===== src/rtl/sleep_pkg.sv =====
// Shared types for the sleep-state sequencer.
// Assumes: state codes on the status output are fixed by the platform.
package sleep_pkg;

    // Internal sequencer states. C2 and EXIT are transient steps.
    typedef enum logic [2:0] {
        ST_S0   = 3'd0,
        ST_C2   = 3'd1,
        ST_S1   = 3'd2,
        ST_S3   = 3'd3,
        ST_S5   = 3'd4,
        ST_EXIT = 3'd5
    } seq_st_t;

    localparam logic [1:0] CODE_S0 = 2'b00;
    localparam logic [1:0] CODE_S1 = 2'b01;
    localparam logic [1:0] CODE_S3 = 2'b10;
    localparam logic [1:0] CODE_S5 = 2'b11;

    // Drive levels of the control outputs for one state.
    typedef struct packed {
        logic       stp;
        logic       slp;
        logic       str_n;
        logic       off_n;
        logic       gate;
        logic [1:0] code;
    } pwr_out_t;

endpackage


===== src/rtl/btn_hold_timer.sv =====
// Measures a continuous button hold in prescaled ticks.
// It emits a one-cycle long pulse when the hold reaches HOLD_TICKS ticks, and a
// one-cycle short pulse on a release that comes before that.
// Assumes: btn_i is already debounced and synchronous to clk.
module btn_hold_timer #(
    parameter int PRESC      = 8,
    parameter int HOLD_TICKS = 16
) (
    input  logic clk,
    input  logic rst_n,
    input  logic btn_i,
    output logic short_o,
    output logic long_o
);
    localparam int PW = (PRESC > 1) ? $clog2(PRESC) : 1;
    localparam int HW = $clog2(HOLD_TICKS + 1);

    logic [PW-1:0] pre_q;
    logic [HW-1:0] hold_q;
    logic          fired_q;
    logic          btn_q;
    logic          short_q;
    logic          long_q;

    // Prescale the hold, count ticks and flag the threshold and short releases.
    always_ff @(posedge clk) begin
        if (!rst_n) begin
            pre_q   <= '0;
            hold_q  <= '0;
            fired_q <= 1'b0;
            btn_q   <= 1'b0;
            short_q <= 1'b0;
            long_q  <= 1'b0;
        end else begin
            btn_q   <= btn_i;
            short_q <= !btn_i && btn_q && !fired_q;
            long_q  <= 1'b0;
            if (!btn_i) begin
                pre_q   <= '0;
                hold_q  <= '0;
                fired_q <= 1'b0;
            end else if (!fired_q) begin
                if (pre_q == PW'(PRESC - 1)) begin
                    pre_q  <= '0;
                    hold_q <= hold_q + 1'b1;
                    if (hold_q == HW'(HOLD_TICKS - 1)) begin
                        fired_q <= 1'b1;
                        long_q  <= 1'b1;
                    end
                end else begin
                    pre_q <= pre_q + 1'b1;
                end
            end
        end
    end

    assign short_o = short_q;
    assign long_o  = long_q;

    // a release always leaves the hold count at zero.
    a_r8_hold_clears: assert property (@(posedge clk) disable iff (!rst_n)
        !btn_i |=> (hold_q == '0) && !fired_q);

    // a release after the threshold is never a short press.
    a_r11_no_short_after_long: assert property (@(posedge clk) disable iff (!rst_n)
        (fired_q && !btn_i) |=> !short_o);

endmodule


===== src/rtl/dwell_timer.sv =====
// Counts the cycles spent in the stop-clock step and reports when the minimum
// dwell is reached.
// Assumes: run_i stays high for the whole step and drops when the step ends.
module dwell_timer #(
    parameter int C2_MIN = 5
) (
    input  logic clk,
    input  logic rst_n,
    input  logic run_i,
    output logic done_o
);
    localparam int CW = (C2_MIN > 1) ? $clog2(C2_MIN) : 1;

    logic [CW-1:0] cnt_q;

    // Count while running, hold at the limit, clear when idle.
    always_ff @(posedge clk) begin
        if (!rst_n || !run_i) begin
            cnt_q <= '0;
        end else if (!done_o) begin
            cnt_q <= cnt_q + 1'b1;
        end
    end

    assign done_o = run_i && (cnt_q == CW'(C2_MIN - 1));

endmodule


===== src/rtl/sleep_out_decode.sv =====
// Maps a sequencer state onto the control outputs and the status code.
// Assumes: NUM_CLK >= 2, and bit 0 of the clock enables is the always-on RTC.
module sleep_out_decode
    import sleep_pkg::*;
#(
    parameter int NUM_CLK = 4
) (
    input  seq_st_t            st_i,
    output logic               stp_o,
    output logic               slp_o,
    output logic               str_n_o,
    output logic               off_n_o,
    output logic [NUM_CLK-1:0] clk_en_o,
    output logic [1:0]         code_o
);
    pwr_out_t po;

    // Output table per state.
    always_comb begin
        case (st_i)
            ST_C2:   po = '{stp: 1'b1, slp: 1'b0, str_n: 1'b1, off_n: 1'b1, gate: 1'b0, code: CODE_S0};
            ST_S1:   po = '{stp: 1'b1, slp: 1'b1, str_n: 1'b1, off_n: 1'b1, gate: 1'b0, code: CODE_S1};
            ST_S3:   po = '{stp: 1'b1, slp: 1'b1, str_n: 1'b0, off_n: 1'b1, gate: 1'b1, code: CODE_S3};
            ST_S5:   po = '{stp: 1'b0, slp: 1'b0, str_n: 1'b0, off_n: 1'b0, gate: 1'b1, code: CODE_S5};
            ST_EXIT: po = '{stp: 1'b1, slp: 1'b0, str_n: 1'b1, off_n: 1'b1, gate: 1'b0, code: CODE_S0};
            default: po = '{stp: 1'b0, slp: 1'b0, str_n: 1'b1, off_n: 1'b1, gate: 1'b0, code: CODE_S0};
        endcase
    end

    assign stp_o   = po.stp;
    assign slp_o   = po.slp;
    assign str_n_o = po.str_n;
    assign off_n_o = po.off_n;
    assign code_o  = po.code;

    // Gate every clock enable except the RTC one.
    genvar g;
    generate
        for (g = 0; g < NUM_CLK; g++) begin : g_clk
            if (g == 0) begin : g_rtc
                assign clk_en_o[g] = 1'b1;
            end else begin : g_gated
                assign clk_en_o[g] = !po.gate;
            end
        end
    endgenerate

endmodule


===== src/rtl/sleep_seq_top.sv =====
// Platform sleep-state sequencer for S0, S1, S3 and S5.
// Graceful entry passes through a stop-clock dwell, and a long button hold
// forces soft-off. Wake from S1 or S3 releases the outputs in reverse order.
// Assumes: btn_i is debounced, all inputs are synchronous to clk, C2_MIN >= 1.
module sleep_seq_top
    import sleep_pkg::*;
#(
    parameter int PRESC      = 8,
    parameter int HOLD_TICKS = 16,
    parameter int C2_MIN     = 5,
    parameter int NUM_CLK    = 4
) (
    input  logic               clk,
    input  logic               rst_n,
    input  logic               btn_i,
    input  logic               sw_req_i,
    input  logic [2:0]         target_i,
    input  logic               wake_i,
    output logic               stpclk_o,
    output logic               cpu_sleep_o,
    output logic               str_n_o,
    output logic               soft_off_n_o,
    output logic [NUM_CLK-1:0] clk_en_o,
    output logic [1:0]         state_o
);
    seq_st_t st_q, st_d;
    seq_st_t tgt_q, tgt_d;
    seq_st_t req_tgt;
    logic    req_ok;
    logic    short_w, long_w, c2_done;

    btn_hold_timer #(.PRESC(PRESC), .HOLD_TICKS(HOLD_TICKS)) u_hold (
        .clk     (clk),
        .rst_n   (rst_n),
        .btn_i   (btn_i),
        .short_o (short_w),
        .long_o  (long_w)
    );

    dwell_timer #(.C2_MIN(C2_MIN)) u_dwell (
        .clk    (clk),
        .rst_n  (rst_n),
        .run_i  (st_q == ST_C2),
        .done_o (c2_done)
    );

    // Decode the requested target number; only 1, 3 and 5 are accepted.
    always_comb begin
        req_ok  = 1'b1;
        req_tgt = ST_S0;
        case (target_i)
            3'd1:    req_tgt = ST_S1;
            3'd3:    req_tgt = ST_S3;
            3'd5:    req_tgt = ST_S5;
            default: req_ok  = 1'b0;
        endcase
    end

    // Next-state logic; a long hold overrides every other event.
    always_comb begin
        st_d  = st_q;
        tgt_d = tgt_q;
        if (long_w) begin
            st_d = ST_S5;
        end else begin
            case (st_q)
                ST_S0: if ((sw_req_i || short_w) && req_ok) begin
                    st_d  = ST_C2;
                    tgt_d = req_tgt;
                end
                ST_C2:        if (c2_done) st_d = tgt_q;
                ST_S1, ST_S3: if (wake_i || short_w) st_d = ST_EXIT;
                ST_EXIT:      st_d = ST_S0;
                ST_S5:        if (short_w) st_d = ST_S0;
                default:      st_d = ST_S0;
            endcase
        end
    end

    // State and latched target registers.
    always_ff @(posedge clk) begin
        if (!rst_n) begin
            st_q  <= ST_S0;
            tgt_q <= ST_S0;
        end else begin
            st_q  <= st_d;
            tgt_q <= tgt_d;
        end
    end

    sleep_out_decode #(.NUM_CLK(NUM_CLK)) u_dec (
        .st_i     (st_q),
        .stp_o    (stpclk_o),
        .slp_o    (cpu_sleep_o),
        .str_n_o  (str_n_o),
        .off_n_o  (soft_off_n_o),
        .clk_en_o (clk_en_o),
        .code_o   (state_o)
    );

    // processor sleep only rises after a stop-clock cycle.
    a_r3_c2_before_sleep: assert property (@(posedge clk) disable iff (!rst_n)
        $rose(cpu_sleep_o) |-> $past(stpclk_o));

    // on a wake, sleep drops while stop-clock is still held.
    a_r10_release_order: assert property (@(posedge clk) disable iff (!rst_n)
        ($fell(cpu_sleep_o) && soft_off_n_o) |-> stpclk_o);

    // the hold threshold pulse always lands in S5.
    a_r7_override: assert property (@(posedge clk) disable iff (!rst_n)
        long_w |=> (state_o == CODE_S5));

    // an unsupported code leaves S0 untouched.
    a_r2_illegal_ignored: assert property (@(posedge clk) disable iff (!rst_n)
        (st_q == ST_S0 && sw_req_i && !req_ok && !long_w && !short_w) |=> (st_q == ST_S0));

    // suspend-to-RAM gates every clock except the RTC.
    a_r5_clk_gate: assert property (@(posedge clk) disable iff (!rst_n)
        !str_n_o |-> (clk_en_o[NUM_CLK-1:1] == '0));

    // only a short press leaves S5.
    a_r11_s5_hold: assert property (@(posedge clk) disable iff (!rst_n)
        (state_o == CODE_S5 && !short_w) |=> (state_o == CODE_S5));

endmodule


===== config.mk =====
export PLATFORM = sky130hd
export DESIGN_NAME = sleep_seq_top
export DESIGN_NICKNAME = d
export VERILOG_FILES = /design/src/rtl/sleep_pkg.sv /design/src/rtl/btn_hold_timer.sv /design/src/rtl/dwell_timer.sv /design/src/rtl/sleep_out_decode.sv /design/src/rtl/sleep_seq_top.sv
export SDC_FILE = /design/constraint.sdc
export NUM_CORES = 1
export LEC_CHECK = 0
export BUFFER_PORTS_ARGS = -buffer_cell sky130_fd_sc_hd__buf_2
export CORE_ASPECT_RATIO = 0.8
export CORE_MARGIN = 3
export CORE_UTILIZATION = 54
export DETAILED_ROUTE_END_ITERATION = 16
export GPL_ROUTABILITY_DRIVEN = 0
export HOLD_SLACK_MARGIN = 0.03
export PLACE_DENSITY = 0.77
export SLEW_MARGIN = 0
export SYNTH_ARGS = -nofsm -noshare
export SYNTH_HDL_FRONTEND = slang
export SYNTH_SLANG_ARGS = --single-unit

===== constraint.sdc =====
create_clock -name clk -period 1.9 [get_ports clk]
set_input_delay 0.095 -clock clk [delete_from_list [all_inputs] [get_ports clk]]
set_output_delay 0.095 -clock clk [all_outputs]
set_load 0.05 [all_outputs]

==> flow_metrics.env <==
export IMPL_ios=18
export IMPL_ctsResizeCount=0
export IMPL_fillCellCount=139
export IMPL_startpoint_type="flop"
export IMPL_rrSetupSlack_ps=250
export IMPL_postCtsSetupBuffers=0
export IMPL_cap_violations=0
export IMPL_rsz0062_at_grt="false"
export IMPL_tns_ps=0
export IMPL_ir_drop_uv=844.8
export IMPL_max_freq_mhz=569.0
export IMPL_yosys_warnings=0
export IMPL_fp_coreArea_um2=1740
export IMPL_drt_initial_drc_count=7
export IMPL_max_slew_margin_rel=0.6188
export IMPL_initial_core_util=0.6175
export IMPL_grt_pass1_vias=768
export IMPL_ant_nets=0
export IMPL_clk_insertion_delay_late_ps=300
export IMPL_power_leakage_nw=0.4893
export IMPL_die_width_um=55.88
export IMPL_cts_tree="built"
export IMPL_hold_class="primary input to flop"
export IMPL_grt_pass1_wl_um=3263
export IMPL_antennaDiodeCount=0
export IMPL_ys_seq_area_frac=0.3912
export IMPL_portBuffers=16
export IMPL_drc=0
export IMPL_power_density_nw_per_um2=807.4
export IMPL_h_tree_depth=1
export IMPL_finalMaxSlewViolations=0
export IMPL_crit_path_cell_trace="nor2b_4 -> a22oi_2 -> buf_2"
export IMPL_ys_seq_elements=21
export IMPL_syn_area_per_cell_um2=9.346
export IMPL_ctsHoldBuffers=1
export IMPL_cts_sinks=21
export IMPL_dieArea_um2=2565
export IMPL_areaGrowthSynthToFinish_pct=9.313
export IMPL_fin_util=0.6751
export IMPL_ff_latch_area_um2=420.4
export IMPL_end_kind="output pin"
export IMPL_timing_critical_path_buf_inv=1
export IMPL_setup_viol=0
export IMPL_synthesis_nets=129
export IMPL_num_rows=13
export IMPL_numCtsBuffers=3
export IMPL_yosysUniqueCellTypes=40
export IMPL_cp_top_family="flip-flops"
export IMPL_clkTransAtPathRegs_ps=120
export IMPL_critical_path_slowest_cell="dfxtp_1"
export IMPL_dr_pass1_iters=4
export IMPL_synthCells=115
export IMPL_critPathArrivalTime_ps=1660
export IMPL_drive_gt1_frac=0.2326
export IMPL_period_share=0.9250
export IMPL_status="finished, final reports clean"
export IMPL_crit_path_max_incr_delay_ps=700
export IMPL_multi_input_comb_area_um2=573.1
export IMPL_path_max_fanout=11
export IMPL_dr_total_vias=804
export IMPL_clockBufferDepth=2
export IMPL_tightest_slew_ps=571.0
export IMPL_wl_per_cell_um=12.36
export IMPL_final_nets=144
export IMPL_worstSetupPathType="flop to output pin"
export IMPL_grt_overflow_total=0
export IMPL_root_buffer="clkbuf_4"
export IMPL_die_y_um=45.91
export IMPL_viasPerCell=5.325
export IMPL_hold_viol=0
export IMPL_crit_required_ps=1800
export IMPL_fin_worst_skew_ps=7.481
export IMPL_grt_start_max_net_pins=13
export IMPL_hpwlAfterDp_um=1472
export IMPL_netlist_area_um2=1075
export IMPL_post_route_min_period_ps=1758
export IMPL_antenna_found_initial=0
export IMPL_drt_wl_total_um=1867
export IMPL_gr_usage_all_layers=0.1632
power breakdown:
| group | internal, mW | switching [mW] |
|---|---|---|
| Sequential | 0.462 | 0.0411 |
| Clock | 0.0784 | 0.129 |
| Combinational | 0.0935 | 0.144 |
path summary, 6_finish.rpt:
kind                                 startpoint          endpoint  depth (start not counted)
worst max-delay path                    st_q[2]       clk_en_o[3]                          3
worst min-delay path                     wake_i           st_q[1]                          4
worst max register to register  u_hold.pre_q[0]  u_hold.hold_q[3]                          6
worst min register to register         tgt_q[1]           st_q[1]                          2
cells by family after synthesis:
| group | Yosys count | synth area share |
|---|---|---|
| AOI/OAI and AO/OA | 16 | 0.1164 |
| buffers and inverters | 15 | 0.08498 |
| and+or+nand+nor | 46 | 0.2480 |
| xor gates and xnor gates | 6 | 0.04890 |
| muxes | 4 | 0.03725 |
| adders and majority gates | 6 | 0.06985 |
| other | 1 | 0.003489 |
| DFF | 21 | 0.3911 |
cells in the final DEF, fill, tap and decap left out, drive strengths merged, types with 3 or more instances in the layout:
master	synthesis	final
a21oi	4	4
buf	7	16
clkbuf	1	3
dfxtp	21	21
ha	6	6
inv	7	7
mux2i	4	4
nand2	10	10
nand3	4	4
nor2	15	15
nor3	3	3
xnor2	3	3
xor2	3	3
cell usage after synthesis:
master / number / area (um^2)
nand3_1: 3 / 15.01
nor2_1: 15 / 56.30
inv_1: 7 / 26.28
a221oi_2: 1 / 15.01
o41ai_2: 1 / 16.27
ha_1: 6 / 75.07
buf_4: 3 / 22.52
o211ai_1: 1 / 7.510
and2_1: 1 / 6.260
nor3b_2: 1 / 12.51
nor2b_1: 1 / 6.260
nor4b_1: 2 / 17.52
nand4_1: 1 / 6.260
nor2b_4: 1 / 13.76
nand3_2: 1 / 10.01
nor3b_4: 1 / 18.77
nand2_2: 1 / 6.260
nand4bb_1: 1 / 11.26
nand2b_1: 2 / 12.51
buf_2: 1 / 5.000
mux2i_1: 4 / 40.04
a22oi_1: 2 / 15.01
a21oi_1: 4 / 20.02
nor4_2: 1 / 12.51
xnor2_1: 3 / 26.28
and3_1: 2 / 12.51
a2bb2oi_1: 1 / 8.760
clkbuf_1: 1 / 3.750
buf_6: 3 / 33.78
nor3_1: 3 / 15.01
conb_1: 1 / 3.750
a211oi_1: 1 / 7.510
nand2_1: 9 / 33.78
xor2_1: 3 / 26.28
dfxtp_1: 21 / 420.4
a2111o_1: 1 / 11.26
o21a_1: 1 / 7.510
o21ai_1: 1 / 5.000
o21ai_0: 1 / 5.000
a31oi_1: 1 / 6.260
final cells by class:
class | count | share of cell area
repair buffers | 18 | 0.08520
clock inverters | 1 | 0.004260
flip-flops and latches | 21 | 0.3578
inverters | 7 | 0.02236
clock buffers | 3 | 0.01917
multi-input cells | 79 | 0.4878
well taps | 22 | 0.02343
sequential cells by signal, summed over array words and instances (netlist names):
register,flops
st_q,3
tgt_q,3
u_dwell.cnt_q,3
u_hold.btn_q,1
u_hold.fired_q,1
u_hold.hold_q,5
u_hold.long_o,1
u_hold.pre_q,3
u_hold.short_o,1
worst reg2reg max path: cells and delay by family (launching register included):
family                   cells  cell delay [ps]
flip-flops                   1              370
XOR/XNOR                     1              170
AND/OR/NAND/NOR              3              710
adder cells (fa/ha/maj)      2              310
metal layers:
layer  part of all wire  track usage  wire length (um)
met3              0.039      0.06516                73
met5                  0            0                 0
met1               0.48       0.1976               898
met4             0.0064      0.02844                12
met2               0.47       0.2830               883
stage by stage:
| stage | cells | total power, mW | instance area [um^2] | setup WS (ps) | hold slack (ps) |
|---|---|---|---|---|---|
| 4_1_cts | 150 | 0.9567 | 1165 | 139.2 | 46.61 |
| 3_5_place_dp | 145 | 0.7470 | 1127 | 291.5 | 285.7 |
| 5_1_grt | 151 | 1.013 | 1175 | 28.49 | 52.65 |
| 3_3_place_gp | 145 | 0.7413 | 1127 | 310.4 | 284.4 |
| 2_1_floorplan | 115 | 0.7179 | 1085 | 212.1 | 172.3 |
| 6_report | 151 | 0.9487 | 1175 | 142.5 | 77.02 |
No activity file was read; power rests on OpenSTA's default activity.
